`src/rtl/esync_pkg.sv`:
```
package esync_pkg;
  // Timing strobes the divider hands to the sequencer
  typedef struct packed {
    logic periodEnd;  // last state of the E period (E high, about to fall)
    logic termSlot;   // state in which termination is armed
  } divStrobes_t;
endpackage

```
`src/rtl/esync_divider.sv`:
```
module esync_divider
  import esync_pkg::*;
#(
  parameter int DIV     = 10,
  parameter int LOW_CNT = 6
) (
  input  logic        clk,
  input  logic        rstN,
  output logic        eOut,
  output divStrobes_t strobes
);
  localparam int CW = $clog2(DIV);
  localparam logic [CW-1:0] LAST     = CW'(DIV - 1);
  localparam logic [CW-1:0] TERM     = CW'(DIV - 2);
  localparam logic [CW-1:0] HIGH_BEG = CW'(LOW_CNT);

  logic [CW-1:0] cnt;

  always_ff @(posedge clk or negedge rstN) begin
    if (!rstN)            cnt <= '0;
    else if (cnt == LAST) cnt <= '0;
    else                  cnt <= cnt + 1'b1;
  end

  always_comb begin
    eOut              = (cnt >= HIGH_BEG);
    strobes.periodEnd = (cnt == LAST);
    strobes.termSlot  = (cnt == TERM);
  end

  AST_CNT_IN_RANGE: assert property (@(posedge clk) disable iff (!rstN)
    cnt <= LAST);
  AST_E_FALLS_AT_WRAP: assert property (@(posedge clk) disable iff (!rstN)
    $fell(eOut) |-> (cnt == '0));
  AST_E_RISES_AFTER_LOW: assert property (@(posedge clk) disable iff (!rstN)
    $rose(eOut) |-> (cnt == HIGH_BEG));
endmodule

```
`src/rtl/esync_seq.sv`:
```
module esync_seq
  import esync_pkg::*;
(
  input  logic        clk,
  input  logic        rstN,
  input  logic        strobeAct,
  input  logic        vpaAct,
  input  divStrobes_t strobes,
  output logic        vmaQ,
  output logic        termQ
);
  logic vpaSeen;
  logic reqPending;

  assign reqPending = vpaSeen || vpaAct;

  // Request latch: held for the life of the strobe
  always_ff @(posedge clk or negedge rstN) begin
    if (!rstN)           vpaSeen <= 1'b0;
    else if (!strobeAct) vpaSeen <= 1'b0;
    else if (vpaAct)     vpaSeen <= 1'b1;
  end

  // Valid memory address: only entered at a new E period
  always_ff @(posedge clk or negedge rstN) begin
    if (!rstN)                                   vmaQ <= 1'b0;
    else if (!strobeAct)                         vmaQ <= 1'b0;
    else if (strobes.periodEnd && reqPending)    vmaQ <= 1'b1;
  end

  // Registered termination armed in the decode state
  always_ff @(posedge clk or negedge rstN) begin
    if (!rstN)                                   termQ <= 1'b0;
    else if (!strobeAct)                         termQ <= 1'b0;
    else if (strobes.termSlot && vmaQ)           termQ <= 1'b1;
  end

  AST_VMA_AT_PERIOD_START: assert property (@(posedge clk) disable iff (!rstN)
    $rose(vmaQ) |-> $past(strobes.periodEnd));
  AST_NO_VMA_WITHOUT_VPA: assert property (@(posedge clk) disable iff (!rstN)
    $rose(vmaQ) |-> $past(reqPending));
  AST_TERM_AT_LAST_STATE: assert property (@(posedge clk) disable iff (!rstN)
    $rose(termQ) |-> strobes.periodEnd);
  AST_TERM_NEEDS_VMA: assert property (@(posedge clk) disable iff (!rstN)
    termQ |-> vmaQ);
  AST_CLEAR_ON_STROBE_END: assert property (@(posedge clk) disable iff (!rstN)
    $past(!strobeAct) |-> (!vmaQ && !termQ));
endmodule

```
`src/rtl/peripheral_eclock_seq.sv`:
```
module peripheral_eclock_seq
  import esync_pkg::*;
#(
  parameter int DIV     = 10,
  parameter int LOW_CNT = 6
) (
  input  logic clk,
  input  logic rstN,
  input  logic dataStrobeN,
  input  logic periphAddrN,
  output logic eClk,
  output logic memValidN,
  output logic endReqN
);
  divStrobes_t strobes;
  logic vmaQ;
  logic termQ;

  esync_divider #(.DIV(DIV), .LOW_CNT(LOW_CNT)) i_divider (
    .clk     (clk),
    .rstN    (rstN),
    .eOut    (eClk),
    .strobes (strobes)
  );

  esync_seq i_seq (
    .clk       (clk),
    .rstN      (rstN),
    .strobeAct (!dataStrobeN),
    .vpaAct    (!periphAddrN),
    .strobes   (strobes),
    .vmaQ      (vmaQ),
    .termQ     (termQ)
  );

  assign memValidN = !vmaQ;
  assign endReqN   = !termQ;
endmodule

```
`config.mk`:
```
export PLATFORM = sky130hd
export DESIGN_NAME = peripheral_eclock_seq
export DESIGN_NICKNAME = d
export VERILOG_FILES = /design/src/rtl/esync_pkg.sv /design/src/rtl/esync_divider.sv /design/src/rtl/esync_seq.sv /design/src/rtl/peripheral_eclock_seq.sv
export SDC_FILE = /design/constraint.sdc
export NUM_CORES = 1
export LEC_CHECK = 0
export BUFFER_PORTS_ARGS = -buffer_cell sky130_fd_sc_hd__buf_4
export CAP_MARGIN = 20
export CORE_AREA = 2 2 39 41
export CTS_BUF_LIST = sky130_fd_sc_hd__clkbuf_8
export DETAILED_ROUTE_END_ITERATION = 7
export DIE_AREA = 0 0 41 43
export GPL_TIMING_DRIVEN = 0
export SLEW_MARGIN = 25
export SYNTH_ARGS = -nofsm -noshare
export SYNTH_HDL_FRONTEND = slang
export SYNTH_SLANG_ARGS = --single-unit
```
`constraint.sdc`:
```
create_clock -name clk -period 1.05 [get_ports clk]
set_clock_uncertainty 0.1 [all_clocks]
set_input_delay 0.0525 -clock clk [delete_from_list [all_inputs] [get_ports clk]]
set_output_delay 0.0525 -clock clk [all_outputs]
set_load 0.01 [all_outputs]
```
==> out/qor.yml <==
avgSynthCellArea_um2: 11.4
dp_hpwl_um: 331
yosysSeqAreaShare_pct: 59.3
fin_crit_sh_pct: 107
gp_congestion: 0.670
place_inst: 48
grt_pass1_vias: 187
final_cells: 59
io_buffer_count: 6
initial_core_util_pct: 21.3
yosysTopAreaCell: "dfrtp_1"
layout_commonest_cell: "buf_4"
cp-end-kind: "output port"
postSynthRegisterBits: 7
m1WireLength_um: 215
dieHeight_um: 43
relSlewSlack_pct: 84.1
diodes: 0
critPathRequiredTime_ps: 900
layout_common_cells: "8 x buf_4, 6 x inv_1, 6 x dfrtp_1"
clock_path_buffers: 2
ys_warn_count: 0
area_growth_syn_to_layout_pct: 65.3
yosysUniqueCellTypes: 13
die-area_um2: 1760
drc: 0
netlist_top_cells_area: "dfrtp_1 59%, inv_1 7.6%, xnor2_1 5.9%, nor3b_2 4.2%, a32o_1 3.4%"
met3_length_um: 35
fin_crit_ps: 1120
cts-root-buf: "clkbuf_8"
track_usage_pct: 9.00
num_rows: 14
setup_viol: 3
worst_pin_slew_ps: 237
cts_max_level: 1
outcome: "finished with violations"
drt_iter0_drc: 1
fin_tns_setup_ps: -121
drv_slew: 0
cp_max_fo: 4
grt_first_pass_wirelength_um: 883
syn_nets: 30
failed_checks: "setup timing"
path_class: "reg -> out"
via_per_inst: 4.00
syn-cell-area_um2: 295
p_leak_nw: 0.246
finalWirelength_um: 605
wl_met2_um: 345
crit_path_cell_trace: "a21o_2 -> buf_6"
p_per_area_nw_per_um2: 1380
hold_class: "in -> async"
clock-sinks: 7
hold_viol: 0
first_pass_iters: 2
crit_path_max_incr_delay_ps: 430
chipWidth_um: 41
detail-route-antenna-nets: 0
gr-total-overflow: 0
nets: 48
crit_arrival_ps: 970
grt_max_degree: 8
cpMaxStageDelayCell: "dfrtp_2"
preCtsSetupSlack_ps: -0.364
drive_gt1_share_pct: 46.5
wire_per_inst_um: 10.3
synth_top_area_share_pct: 59.3
clock_latency_ps: 230
vias: 236
fmax_ghz: 0.894
path_clk_slew_ps: 40
numCtsBuffers: 3
highest_layer: "met4"
setup_slack_ps: -69.0
maxCapViolations: 0
final_core_util_pct: 35.3
total_power_uw: 673
pin_count: 7
critPathLaunchType: "flip-flop"
irDropWorstVdd_uv: 414
tritoncts: "done"
core_region_area_um2: 1380
postSynthCellCount: 26
antenna_found_initial: 0
rsz0062_at_grt: "true"
## cell usage after synthesis
library cell,count
a21oi_1,1
inv_1,6
a22o_1,1
a31oi_1,1
o21ai_0,1
xnor2_1,2
mux2i_1,1
nor3b_2,1
a21o_2,1
dfrtp_1,7
nor2_1,2
nand2_2,1
a32o_1,1
## flip-flops by register name, summed over array words and instances, names as in the netlist
name / flops
i_seq.vmaQ: 1
i_divider.cnt: 4
i_seq.vpaSeen: 1
i_seq.termQ: 1
## stage by stage
stage	hold slack (ps)	cell area, um2
after global routing	74.9	488
after detailed placement	-231	360
after CTS	76.1	463
after global placement	-231	360
after floorplan	-343	295
final	73.1	488
## cells by family after synthesis
| group | Yosys count | synth area share [%] |
|---|---|---|
| flip-flops | 7 | 59.3 |
| AO/OA/AOI/OAI | 6 | 14.8 |
| buffers and inverters | 6 | 7.63 |
| AND/OR/NAND/NOR | 4 | 8.90 |
| XOR/XNOR | 2 | 5.93 |
| multiplexers | 1 | 3.39 |
## final timing paths
check | from | end | slack, ps | depth (start not counted)
worst max-delay path | i_divider.cnt[1] | eClk | -70 | 2
worst min-delay path | rstN | i_seq.termQ | 70 | 2
worst max register to register | i_divider.cnt[1] | i_divider.cnt[3] | -50 | 4
worst min register to register | i_seq.vpaSeen | i_seq.vpaSeen | 410 | 2
max in group asynchronous | rstN | i_divider.cnt[1] | 640 | 2
min in group clk | i_seq.vpaSeen | i_seq.vpaSeen | 410 | 2
## final cells by class
cell class / count / area [um2]
clock buffers: 3 / 41.3
clock inverters: 1 / 3.75
fillers: 141 / 896
inverters: 6 / 25.0
multi-input cells: 13 / 109
flip-flops and latches: 7 / 176
well taps: 16 / 20.0
repair buffers: 13 / 113
## metal layers
metal  global-route usage, %  vias up
met2                    10.3        7
met1                    9.54      109
li1                        -      118
met4                    10.0        0
met5                       0        -
met3                    6.28        2
## power by group
| part | internal, mW | switching [mW] |
|---|---|---|
| sequential | 0.274 | 0.000709 |
| combinational | 0.0181 | 0.0114 |
| clock | 0.253 | 0.117 |
| total | 0.545 | 0.129 |
## repair_timing
| item | 4_1_cts | 5_1_grt |
|---|---|---|
| hold buffers | 3 | 0 |
| hold endpoints to repair | 9 | 0 |
| setup buffers | 3 | 1 |
| gates resized for setup | 2 | 6 |
| pin swaps | 2 | 1 |
| endpoints found under the setup margin | 3 | 5 |
## worst max-delay path, delay by kind of cell (launching register included)
kind	cells	cell delay, ps
AOI/OAI and AO/OA	1	200
buffers and inverters	1	110
DFF	1	430
Note: power is estimated with default switching activity, not from simulation.
